`config.mk`:
```
export PLATFORM = sky130hd
export DESIGN_NAME = quad_lane_fifo
export DESIGN_NICKNAME = d
export VERILOG_FILES = /design/src/rtl/qlf_pkg.sv /design/src/rtl/qlf_lane.sv /design/src/rtl/qlf_tx_path.sv /design/src/rtl/qlf_rx_path.sv /design/src/rtl/qlf_status.sv /design/src/rtl/quad_lane_fifo.sv
export SDC_FILE = /design/constraint.sdc
export NUM_CORES = 1
export LEC_CHECK = 0
export BUFFER_PORTS_ARGS = -buffer_cell sky130_fd_sc_hd__buf_2
export CAP_MARGIN = 20
export CORE_MARGIN = 10
export CORE_UTILIZATION = 40
export DETAILED_ROUTE_END_ITERATION = 8
export GPL_TIMING_DRIVEN = 1
export PLACE_DENSITY = 0.56
export SETUP_SLACK_MARGIN = 0.3
export SYNTH_ARGS = -nofsm -noshare
export SYNTH_HDL_FRONTEND = slang
export SYNTH_SLANG_ARGS = --single-unit
```
`constraint.sdc`:
```
create_clock -name clk -period 6.4 [get_ports clk]
set_input_delay 0.32 -clock clk [delete_from_list [all_inputs] [get_ports clk]]
set_output_delay 0.32 -clock clk [all_outputs]
set_load 0.05 [all_outputs]
```
`src/rtl/qlf_pkg.sv`:
```
`timescale 1ns/1ps
package qlf_pkg;
  localparam int ST_W        = 8;
  localparam int ST_TX_FULL  = 0;
  localparam int ST_TX_HALF  = 1;
  localparam int ST_TX_EMPTY = 2;
  localparam int ST_RX_FULL  = 3;
  localparam int ST_RX_HALF  = 4;
  localparam int ST_RX_WORD  = 5;
  localparam int ST_RX_BYTE  = 6;
  localparam int ST_ILLEGAL  = 7;

  typedef struct packed {
    logic full;
    logic half;
    logic empty;
  } tx_flags_t;

  typedef struct packed {
    logic full;
    logic half;
    logic word_avail;
    logic byte_avail;
  } rx_flags_t;
endpackage

```
`src/rtl/qlf_lane.sv`:
```
`timescale 1ns/1ps
// One byte lane: simple circular buffer, storage without reset.
module qlf_lane #(
  parameter  int WIDTH = 8,
  parameter  int DEPTH = 16,
  localparam int AW    = $clog2(DEPTH),
  localparam int CW    = $clog2(DEPTH + 1)
) (
  input  logic             clk,
  input  logic             rst,
  input  logic             push,
  input  logic [WIDTH-1:0] din,
  input  logic             pop,
  output logic [WIDTH-1:0] dout,
  output logic [CW-1:0]    count
);
  logic [WIDTH-1:0] mem [DEPTH];
  logic [AW-1:0]    wp, rp;
  logic [CW-1:0]    cnt_q;

  function automatic logic [AW-1:0] bump(input logic [AW-1:0] p);
    return (p == AW'(DEPTH - 1)) ? '0 : p + AW'(1);
  endfunction

  always_ff @(posedge clk) begin
    if (push) mem[wp] <= din;
  end

  always_ff @(posedge clk) begin
    if (rst) begin
      wp    <= '0;
      rp    <= '0;
      cnt_q <= '0;
    end else begin
      if (push) wp <= bump(wp);
      if (pop)  rp <= bump(rp);
      cnt_q <= cnt_q + CW'(push) - CW'(pop);
    end
  end

  assign dout  = mem[rp];
  assign count = cnt_q;
endmodule

```
`src/rtl/qlf_tx_path.sv`:
```
`timescale 1ns/1ps
// Transmit direction: bus writes words or bytes, serial side drains bytes.
module qlf_tx_path import qlf_pkg::*; #(
  parameter  int BUS_W      = 32,
  parameter  int LANE_DEPTH = 16,
  localparam int LANES      = BUS_W / 8,
  localparam int CW         = $clog2(LANE_DEPTH + 1),
  localparam int TW         = $clog2(LANES * LANE_DEPTH + 1),
  localparam int PW         = $clog2(LANES)
) (
  input  logic             clk,
  input  logic             rst,
  input  logic             word_mode,
  input  logic             wr_word,
  input  logic             wr_byte,
  input  logic [BUS_W-1:0] wdata,
  output logic             ser_valid,
  output logic [7:0]       ser_data,
  input  logic             ser_pop,
  output tx_flags_t        flags,
  output logic             illegal
);
  localparam logic [TW-1:0] THR_WORD = TW'(LANES * LANE_DEPTH / 2);
  localparam logic [TW-1:0] THR_BYTE = TW'(LANE_DEPTH / 2);

  logic [LANES-1:0] push, pop, lfull, lempty;
  logic [7:0]       head [LANES];
  logic [CW-1:0]    cnt  [LANES];
  logic             tag_head;
  logic [PW-1:0]    ph;
  logic             any_full, word_ok, byte_ok;
  logic [TW-1:0]    total;

  assign any_full = |lfull;
  assign word_ok  = wr_word & ~wr_byte & ~any_full;
  assign byte_ok  = wr_byte & ~wr_word & ~lfull[0];
  assign illegal  = (wr_word & wr_byte) | (wr_word & ~wr_byte & any_full) |
                    (wr_byte & ~wr_word & lfull[0]);

  for (genvar i = 0; i < LANES; i++) begin : g_lane
    if (i == 0) begin : g_tagged
      logic [8:0] d0;
      qlf_lane #(.WIDTH(9), .DEPTH(LANE_DEPTH)) u_lane (
        .clk(clk), .rst(rst), .push(push[0]), .din({word_ok, wdata[7:0]}),
        .pop(pop[0]), .dout(d0), .count(cnt[0]));
      assign head[0]  = d0[7:0];
      assign tag_head = d0[8];
      assign push[0]  = word_ok | byte_ok;
    end else begin : g_plain
      qlf_lane #(.WIDTH(8), .DEPTH(LANE_DEPTH)) u_lane (
        .clk(clk), .rst(rst), .push(push[i]), .din(wdata[8*i +: 8]),
        .pop(pop[i]), .dout(head[i]), .count(cnt[i]));
      assign push[i] = word_ok;
    end
    assign lfull[i]  = (cnt[i] == CW'(LANE_DEPTH));
    assign lempty[i] = (cnt[i] == '0);
    assign pop[i]    = ser_pop & ser_valid & (ph == PW'(i));
  end

  assign ser_valid = ~lempty[ph];
  assign ser_data  = head[ph];

  // Drain phase: lane 0 first; a word-tagged byte continues into lanes 1..3.
  always_ff @(posedge clk) begin
    if (rst) begin
      ph <= '0;
    end else if (ser_pop && ser_valid) begin
      if (ph == '0)                  ph <= tag_head ? PW'(1) : '0;
      else if (ph == PW'(LANES - 1)) ph <= '0;
      else                           ph <= ph + PW'(1);
    end
  end

  always_comb begin
    total = '0;
    for (int i = 0; i < LANES; i++) total += TW'(cnt[i]);
  end

  assign flags.full  = word_mode ? any_full : lfull[0];
  assign flags.half  = total >= (word_mode ? THR_WORD : THR_BYTE);
  assign flags.empty = (total == '0);
endmodule

```
`src/rtl/qlf_rx_path.sv`:
```
`timescale 1ns/1ps
// Receive direction: serial side pushes bytes, bus reads words or bytes.
module qlf_rx_path import qlf_pkg::*; #(
  parameter  int BUS_W      = 32,
  parameter  int LANE_DEPTH = 16,
  localparam int LANES      = BUS_W / 8,
  localparam int CW         = $clog2(LANE_DEPTH + 1),
  localparam int TW         = $clog2(LANES * LANE_DEPTH + 1),
  localparam int PW         = $clog2(LANES)
) (
  input  logic             clk,
  input  logic             rst,
  input  logic             word_mode,
  input  logic             ser_push,
  input  logic [7:0]       ser_data,
  input  logic             rd_word,
  input  logic             rd_byte,
  output logic [BUS_W-1:0] rdata,
  output rx_flags_t        flags,
  output logic             illegal
);
  localparam logic [TW-1:0] THR_WORD = TW'(LANES * LANE_DEPTH / 2);
  localparam logic [TW-1:0] THR_BYTE = TW'(LANE_DEPTH / 2);

  logic [LANES-1:0] push, pop, lfull, lempty;
  logic [7:0]       head [LANES];
  logic [CW-1:0]    cnt  [LANES];
  logic [PW-1:0]    fp, target;
  logic             push_ok, word_av, byte_av, rdw_ok, rdb_ok;
  logic [TW-1:0]    total;
  logic [BUS_W-1:0] word_bus, rdata_q;

  assign target  = word_mode ? fp : '0;
  assign push_ok = ser_push & ~lfull[target];
  assign word_av = ~|lempty;
  assign byte_av = ~lempty[0];
  assign rdw_ok  = rd_word & ~rd_byte & word_av;
  assign rdb_ok  = rd_byte & ~rd_word & byte_av;
  assign illegal = (ser_push & lfull[target]) | (rd_word & rd_byte) |
                   (rd_word & ~rd_byte & ~word_av) | (rd_byte & ~rd_word & ~byte_av);

  for (genvar i = 0; i < LANES; i++) begin : g_lane
    qlf_lane #(.WIDTH(8), .DEPTH(LANE_DEPTH)) u_lane (
      .clk(clk), .rst(rst), .push(push[i]), .din(ser_data),
      .pop(pop[i]), .dout(head[i]), .count(cnt[i]));
    assign push[i]   = push_ok & (target == PW'(i));
    assign pop[i]    = rdw_ok | ((i == 0) & rdb_ok);
    assign lfull[i]  = (cnt[i] == CW'(LANE_DEPTH));
    assign lempty[i] = (cnt[i] == '0);
  end

  always_ff @(posedge clk) begin
    if (rst)             fp <= '0;
    else if (!word_mode) fp <= '0;
    else if (push_ok)    fp <= fp + PW'(1);
  end

  always_comb begin
    word_bus = '0;
    for (int i = 0; i < LANES; i++) word_bus[8*i +: 8] = head[i];
  end

  always_ff @(posedge clk) begin
    if (rst)         rdata_q <= '0;
    else if (rdw_ok) rdata_q <= word_bus;
    else if (rdb_ok) rdata_q <= {{(BUS_W-8){1'b0}}, head[0]};
  end
  assign rdata = rdata_q;

  always_comb begin
    total = '0;
    for (int i = 0; i < LANES; i++) total += TW'(cnt[i]);
  end

  assign flags.full       = word_mode ? ~&(~lfull) : lfull[0];
  assign flags.half       = total >= (word_mode ? THR_WORD : THR_BYTE);
  assign flags.word_avail = word_av;
  assign flags.byte_avail = byte_av;
endmodule

```
`src/rtl/qlf_status.sv`:
```
`timescale 1ns/1ps
// Sticky status with write-one-to-clear; a live condition wins over a clear.
module qlf_status #(
  parameter int W = 8
) (
  input  logic         clk,
  input  logic         rst,
  input  logic [W-1:0] cond,
  input  logic [W-1:0] clr,
  input  logic [W-1:0] en,
  output logic [W-1:0] status,
  output logic         irq
);
  logic [W-1:0] st_q, st_d;
  logic         irq_q;

  always_comb st_d = (st_q & ~clr) | cond;

  always_ff @(posedge clk) begin
    if (rst) begin
      st_q  <= '0;
      irq_q <= 1'b0;
    end else begin
      st_q  <= st_d;
      irq_q <= |(st_d & en);
    end
  end

  assign status = st_q;
  assign irq    = irq_q;
endmodule

```
`src/rtl/quad_lane_fifo.sv`:
```
`timescale 1ns/1ps
module quad_lane_fifo import qlf_pkg::*; #(
  parameter int BUS_W      = 32,
  parameter int LANE_DEPTH = 16
) (
  input  logic             clk,
  input  logic             rst,
  input  logic             word_mode,
  input  logic             tx_wr_word,
  input  logic             tx_wr_byte,
  input  logic [BUS_W-1:0] tx_wdata,
  output logic             tx_ser_valid,
  output logic [7:0]       tx_ser_data,
  input  logic             tx_ser_pop,
  input  logic             rx_ser_push,
  input  logic [7:0]       rx_ser_data,
  input  logic             rx_rd_word,
  input  logic             rx_rd_byte,
  output logic [BUS_W-1:0] rx_rdata,
  input  logic [ST_W-1:0]  int_clr,
  input  logic [ST_W-1:0]  int_en,
  output logic [ST_W-1:0]  int_status,
  output logic             irq
);
  tx_flags_t       txf;
  rx_flags_t       rxf;
  logic            tx_ill, rx_ill;
  logic            tx_empty_w, rx_word_w;
  logic [ST_W-1:0] cond;

  qlf_tx_path #(.BUS_W(BUS_W), .LANE_DEPTH(LANE_DEPTH)) u_tx (
    .clk(clk), .rst(rst), .word_mode(word_mode),
    .wr_word(tx_wr_word), .wr_byte(tx_wr_byte), .wdata(tx_wdata),
    .ser_valid(tx_ser_valid), .ser_data(tx_ser_data), .ser_pop(tx_ser_pop),
    .flags(txf), .illegal(tx_ill));

  qlf_rx_path #(.BUS_W(BUS_W), .LANE_DEPTH(LANE_DEPTH)) u_rx (
    .clk(clk), .rst(rst), .word_mode(word_mode),
    .ser_push(rx_ser_push), .ser_data(rx_ser_data),
    .rd_word(rx_rd_word), .rd_byte(rx_rd_byte), .rdata(rx_rdata),
    .flags(rxf), .illegal(rx_ill));

  assign tx_empty_w = txf.empty;
  assign rx_word_w  = rxf.word_avail;

  always_comb begin
    cond              = '0;
    cond[ST_TX_FULL]  = txf.full;
    cond[ST_TX_HALF]  = txf.half;
    cond[ST_TX_EMPTY] = txf.empty;
    cond[ST_RX_FULL]  = rxf.full;
    cond[ST_RX_HALF]  = rxf.half;
    cond[ST_RX_WORD]  = rxf.word_avail;
    cond[ST_RX_BYTE]  = rxf.byte_avail;
    cond[ST_ILLEGAL]  = tx_ill | rx_ill;
  end

  qlf_status #(.W(ST_W)) u_status (
    .clk(clk), .rst(rst), .cond(cond), .clr(int_clr), .en(int_en),
    .status(int_status), .irq(irq));
endmodule

```
Word level (Yosys, flattened, before mapping)
Memories as Yosys holds them, arrays and structs flattened. A register that Yosys moved wholly into a read port is not among the register bits.
Index checks and enable logic that the tools add are counted.
{"block": "word_totals", "ff_bits": 149, "mem_bits_rw": 1040, "in_bits": 65, "out_inout_bits": 50, "word_cells": 241, "n_memories": 8}
{"memory": "u_tx.g_lane[0].g_tagged.u_lane.mem", "words": 16, "word_bits": 9, "rd": 1, "rd_clocked_by_memory_dff": 1, "write_ports": 1, "line": "qlf_lane.sv:17", "rtl": "logic [WIDTH-1:0] mem [DEPTH];"}
{"memory": "u_rx.g_lane[0].u_lane.mem", "words": 16, "word_bits": 8, "rd": 1, "rd_clocked_by_memory_dff": 1, "write_ports": 1, "line": "qlf_lane.sv:17"}
{"memory": "u_rx.g_lane[1].u_lane.mem", "words": 16, "word_bits": 8, "rd": 1, "rd_clocked_by_memory_dff": 1, "write_ports": 1, "line": "qlf_lane.sv:17"}
{"memory": "u_rx.g_lane[2].u_lane.mem", "words": 16, "word_bits": 8, "rd": 1, "rd_clocked_by_memory_dff": 1, "write_ports": 1, "line": "qlf_lane.sv:17"}
{"memory": "u_rx.g_lane[3].u_lane.mem", "words": 16, "word_bits": 8, "rd": 1, "rd_clocked_by_memory_dff": 1, "write_ports": 1, "line": "qlf_lane.sv:17"}
{"memory": "u_tx.g_lane[1].g_plain.u_lane.mem", "words": 16, "word_bits": 8, "rd": 1, "rd_clocked_by_memory_dff": 1, "write_ports": 1, "line": "qlf_lane.sv:17"}
{"memory": "+2 memories"}
{"block": "classes", "addsub": 40, "order_cmp": 5, "eq_ne": 30, "n_mux": 60, "bitwise_logic": 49, "reduce_logical": 20}
{"operator": "two-way mux 4 bit", "n": 32}
{"operator": "adder 4 x 1 -> 4 bit, second input constant", "n": 16}
{"operator": "equality test 4 bit, second input constant", "n": 16}
{"operator": "two-way mux 32 bit", "n": 2}
{"operator": "adder 5 x 1 -> 5 bit", "n": 8}
{"operator": "equality test 5 bit, second input constant", "n": 8}
{"operator": "zero test 5 bit", "n": 8}
{"operator": "subtractor 5 x 1 -> 5 bit", "n": 8}
{"operator": "adder 7 x 5 -> 7 bit", "n": 4}
{"operator": "bitwise AND 1 bit", "n": 25}
{"operator": "two-way mux 1 bit", "n": 17}
{"operator": "bitwise AND 8 bit", "n": 2}
{"operator": "binary-select mux 8 bit (select 2 bit)", "n": 1}
{"operator": "two-way mux 8 bit", "n": 2}
{"operator": ">= comparator 7 bit", "n": 2}
{"operator": "adder 5 x 5 -> 6 bit", "n": 2}
{"operator": "NOT 1 bit", "n": 10}
{"operator": "equality test 2 bit, second input constant", "n": 4}
{"operator": "NOT 8 bit", "n": 1}
{"operator": "bitwise OR 1 bit", "n": 8}
{"operator": "bitwise OR 8 bit", "n": 1}
{"operator": "OR reduction 4 bit", "n": 2}
{"operator": "OR reduction 8 bit", "n": 1}
{"operator": "zero test 7 bit", "n": 1}
{"operator": "other kinds (15)", "n": 23}

Longest topological paths before layout
{"block": "logic_depth", "depth_word": 11, "ltp_mapped": 18, "mapped_depth_nobuf": 17}

Hierarchy
Synthesis repeated with hierarchy kept, for this count alone.
{"block": "unflattened", "hier_cells": 2764, "hier_area_um2": 50347.0}
{"module": "qlf_lane (u_rx.g_lane[0].u_lane ...)", "n_inst": 7, "cells_each": 301, "area_per_inst_um2": 5793.1, "seq_area_each_um2": 4184.0}
{"module": "qlf_lane (u_tx.g_lane[0].g_tagged.u_lane)", "n_inst": 1, "cells_each": 325, "area_per_inst_um2": 6391.1, "seq_area_each_um2": 4664.5}
{"module": "qlf_rx_path", "n_inst": 1, "cells_each": 198, "area_per_inst_um2": 1970.6, "seq_area_each_um2": 680.7}
{"module": "qlf_tx_path", "n_inst": 1, "cells_each": 95, "area_per_inst_um2": 999.7, "seq_area_each_um2": 40.0}
{"module": "qlf_status", "n_inst": 1, "cells_each": 38, "area_per_inst_um2": 427.9, "seq_area_each_um2": 180.2}
{"module": "quad_lane_fifo", "n_inst": 1, "cells_each": 1, "area_per_inst_um2": 6.3, "seq_area_each_um2": 0.0}

Worst setup path after synthesis
No wires, ideal clock.
{"block": "synth_path", "path_kind": "reg2reg", "from": "register u_tx.g_lane[0].g_tagged.u_lane.cnt_q[0]", "to": "register u_status.irq_q, in the netlist u_status.irq", "setup_time_ns": 0.122, "t_arrival_ns": 3.750, "required_ns": 6.278, "setup_slack_ns": 2.528, "stages_incl_launch_ff": 16, "path_buffers": 0, "period_less_slack_ns": 3.872, "path_cell_list": "dfxtp_1 ha_1 inv_1 fa_1 fa_1 inv_1 ha_1 fa_1 a21o_1 a21oi_1 xnor2_1 ha_1 a31oi_1 a31oi_1 a221o_1 a221o_1"}
{"block": "synth_between", "elab_chain_len": 9, "elab_cells_between_ends": 16, "classes_between": "3 x add/sub; 1 x order compare; 1 x eq/ne; 1 x mux; 7 x bitwise; 3 x reduce/logical"}
{"element": "from (decl)", "line": "qlf_lane.sv:19", "rtl": "logic [CW-1:0] cnt_q;"}
{"element": "from (signal assigned)", "line": "qlf_lane.sv:37", "rtl": "cnt_q <= cnt_q + CW'(push) - CW'(pop);"}
{"element": "branches (longest 6 deep; another with adder 7 x 5 -> 7 bit)"}
{"element": "bitwise OR 8 bit *", "line": "qlf_status.sv:17", "rtl": "always_comb st_d = (st_q & ~clr) | cond;"}
{"element": "bitwise AND 8 bit *", "line": "qlf_status.sv:25", "rtl": "irq_q <= |(st_d & en);"}
{"element": "OR reduction 8 bit *", "line": "qlf_status.sv:25"}
{"element": "to (signal assigned)", "line": "qlf_status.sv:25"}
{"element": "to (decl)", "line": "qlf_status.sv:15", "rtl": "logic irq_q;"}
Every way passes the cells marked *.
A chain may end at the register's enable or synchronous reset.

Final worst setup path
{"block": "layout_path", "from": "register u_tx.g_lane[1].g_plain.u_lane.cnt_q[1]", "to": "register u_status.irq_q, in the netlist u_status.irq"}
{"block": "layout_between", "elab_chain_len": 9, "elab_cells_between_ends": 15, "classes_between": "3 x add/sub; 1 x order compare; 1 x eq/ne; 1 x mux; 6 x bitwise; 3 x reduce/logical"}
{"element": "from (decl)", "line": "qlf_lane.sv:19"}
{"element": "from (signal assigned)", "line": "qlf_lane.sv:37"}
{"element": "branches (longest 6 deep; another with adder 7 x 5 -> 7 bit)"}
{"element": "bitwise OR 8 bit *", "line": "qlf_status.sv:17"}
{"element": "bitwise AND 8 bit *", "line": "qlf_status.sv:25"}
{"element": "OR reduction 8 bit *", "line": "qlf_status.sv:25"}
Marked as above.

==> impl_metrics.env <==
export IMPL_io_buffer_count=114
export IMPL_synth_top_area_cell="edfxtp_1"
export IMPL_cts_tree="built"
export IMPL_final_cell_mix="edfxtp_1 (1040), mux4_2 (302), dfxtp_1 (172), nor2_1 (164), clkbuf_16 (135)"
export IMPL_final_min_clock_period_ns=4.77
export IMPL_dpl_hpwl_um=69400
export IMPL_routabilityCongestion=0.829
export IMPL_p_per_area_nw_per_um2=340
export IMPL_hold_viol=0
export IMPL_crit_path_end_kind="flop"
export IMPL_setup_viol=0
export IMPL_slew_headroom_pct=28.7
export IMPL_p_sw_share_pct=26.1
export IMPL_synth_top_area_share_pct=62.9
export IMPL_drv_cap=0
export IMPL_yosysWarnings=0
export IMPL_setup_tns_final_ns=0
export IMPL_dp_cells=4433
export IMPL_clkTransAtPathRegs_ns=0.06
export IMPL_p_int_w=0.0143
export IMPL_syn_nets=2946
export IMPL_top_layer_used="met5"
export IMPL_p_switching_w=0.00505
export IMPL_syn_inst=2743
export IMPL_h_tree_depth=4
export IMPL_cts_root_buf="clkbuf_16"
export IMPL_via_count=25100
export IMPL_cts_sinks=1221
export IMPL_ys_seq_area_share_pct=70.2
export IMPL_cts_resized=0
export IMPL_fin_skew_ns=0.0336
export IMPL_critical_path_max_fanout=6
export IMPL_via_per_inst=5.32
export IMPL_ys_ff_latch=1221
export IMPL_grt_overflow=0
export IMPL_antenna_found_initial=2
export IMPL_place_ws_ns=2.21
export IMPL_ir_drop_v=0.000302
export IMPL_finalNetCount=3184
export IMPL_syn_area_um2=49600
export IMPL_met2_length_um=53300
export IMPL_met1_length_um=46700
export IMPL_coreArea_um2=123000
export IMPL_synthFlopType="edfxtp_1"
export IMPL_drc=0
export IMPL_syn_avg_cell_area_um2=18.1
export IMPL_critPathLaunchType="flop"
export IMPL_cts_buffer_depth=3
export IMPL_synth_cell_type_count=60
export IMPL_power_frac_comb_pct=14.9
export IMPL_drtIter0Drc=2037
export IMPL_grt_pass1_wl_um=164000
export IMPL_critPathKind="flop to flop"
export IMPL_synth_edf_count=1040
export IMPL_synth_area_leaders="edfxtp_1 (63%), mux4_2 (14%), dfxtp_1 (7.3%)"
export IMPL_p_clk_share_pct=38.3
export IMPL_final_setup_worst_slack_ns=1.63
export IMPL_power_static_leakage_nw=18.8
export IMPL_syn_to_final_growth_pct=14.7
export IMPL_maxSlewViolCount=0
export IMPL_p_seq_share_pct=46.7
export IMPL_critPathArrivalTime_ns=5.38
export IMPL_max_freq_ghz=0.210
export IMPL_async_flop_share_pct=0
export IMPL_period_share_pct=74.5
export IMPL_wl_um=108000
export IMPL_wl_per_cell_um=22.8
export IMPL_rows=129
export IMPL_cts_made_buffers=134
export IMPL_gr_usage_all_layers_pct=15.5
export IMPL_hp_class="input pin to flop"
export IMPL_drive_above_1_share_pct=22.2
export IMPL_instances_no_fill=4725
export IMPL_grt_pass1_vias=26300
export IMPL_clk_insertion_delay_late_ns=0.75
export IMPL_required_ns=7.01
export IMPL_met3_length_um=5500
export IMPL_outcome="finished clean"
export IMPL_rsz0062_at_grt="false"
export IMPL_grt_max_degree=90
export IMPL_fp_dieW_um=372
export IMPL_die_area_um2=139000
export IMPL_ant_nets=0
export IMPL_worst_pin_slew_ns=1.07
export IMPL_dr_pass1_iters=5
export IMPL_die_y_um=372
export IMPL_start_util_pct=40.2
export IMPL_pin_count=115
export IMPL_final_common_cell="edfxtp_1"
-- final cells by class --
type / instances / area [µm²]
Tap cell: 1637 / 2050
Inverter: 128 / 480
Antenna cell: 1 / 2.50
Multi-Input combinational cell: 1276 / 13800
Clock inverter: 62 / 669
Sequential cell: 1221 / 34900
Fill cell: 10400 / 66500
Timing Repair Buffer: 220 / 1500
Clock buffer: 180 / 3600
-- worst max-delay path, stage by stage (launching register included) --
cell           delay (ns)
dfxtp_1              0.46
inv_1                0.13
fa_1                 0.51
fa_1                 0.50
inv_1                0.04
ha_1                 0.21
fa_1                 0.46
a21o_1               0.18
a21oi_1              0.18
xnor2_1              0.19
ha_1                 0.30
a31oi_1              0.18
a31oi_1              0.13
a221o_1              0.38
a221o_1              0.25
dlygate4sd3_1        0.55
-- cells by family (layout without fill, tap and decap cells) --
group / after synthesis / after routing / share of synthesized area [%]
flops: 1221 / 1221 / 70.2
fa+ha+maj: 138 / 138 / 3.81
xor+xnor: 52 / 52 / 0.917
mux: 350 / 350 / 14.7
simple gates: 471 / 471 / 5.04
other cells: 0 / 1 / 0
compound gates: 265 / 265 / 3.32
buf+inv: 246 / 590 / 2.04
-- power by group through the flow --
| stage | Clock, W | Sequential, W | Combinational [W] |
|---|---|---|---|
| floorplan | 0 | 0.00920 | 0.00195 |
| global placement | 0 | 0.00919 | 0.00280 |
| detailed placement | 0 | 0.00920 | 0.00287 |
| CTS | 0.00760 | 0.00904 | 0.00293 |
| global route | 0.00793 | 0.00906 | 0.00319 |
| finish | 0.00742 | 0.00904 | 0.00289 |
-- cell usage after synthesis (all sizes together) (37+ instances only) --
cell	instances
a21oi	110
buf	61
and2	56
inv	128
xor2	39
clkbuf	57
edfxtp	1040
ha	116
and3	42
nor2b	37
mux4	302
a22oi	43
nand2	69
dfxtp	181
nor2	165
mux2i	47
-- per-layer routing --
layer / track usage (%) / vias to the layer above
li1: - / 11300
met1: 20.9 / 13100
met2: 25.9 / 649
met3: 2.79 / 143
met4: 4.21 / 2
met5: 0 / -
-- per-stage QoR --
step	power [W]	cell area [µm²]	util [%]	hold slack [ns]
after floorplan	0.0112	49600	-	0.401
after global placement	0.0120	52100	42.2	0.485
after detailed placement	0.0121	52200	42.3	0.487
after CTS	0.0196	56900	46.1	0.114
after global routing	0.0202	56900	46.1	0.156
final	0.0193	56900	46.1	0.177
-- flip-flops by register name, indices dropped and copies added, names as in the netlist, 4 cells and up, named ones only --
| name | flops |
|---|---|
| u_rx.g_lane.u_lane.mem | 512 |
| u_tx.g_lane.g_plain.u_lane.rp | 12 |
| u_tx.g_lane.g_tagged.u_lane.wp | 4 |
| u_tx.g_lane.g_tagged.u_lane.rp | 4 |
| u_tx.g_lane.g_plain.u_lane.wp | 12 |
| u_tx.g_lane.g_plain.u_lane.mem | 384 |
| u_tx.g_lane.g_tagged.u_lane.count | 5 |
| u_rx.g_lane.u_lane.count | 20 |
| u_status.status | 8 |
| u_tx.g_lane.g_plain.u_lane.count | 15 |
| u_tx.g_lane.g_tagged.u_lane.mem | 144 |
| u_rx.g_lane.u_lane.rp | 16 |
| u_rx.g_lane.u_lane.wp | 16 |
| u_rx.rdata | 32 |
-- timing repair --
action	in CTS	in global routing
buffers inserted	0	0
endpoints found under the hold margin	553	0
hold buffers	46	0
-- worst paths after layout --
check                                           to                                    from  slack (ns)  depth (start not counted)
worst max-delay path                  u_status.irq  u_tx.g_lane[1].g_plain.u_lane.count[1]        1.63                         15
worst min-delay path            u_status.status[7]                              rx_rd_byte        0.18                          4
worst max register to register        u_status.irq  u_tx.g_lane[1].g_plain.u_lane.count[1]        1.63                         15
worst min register to register       u_rx.rdata[4]                           u_rx.rdata[4]        0.49                          2
(Power assumes the default switching activity.)
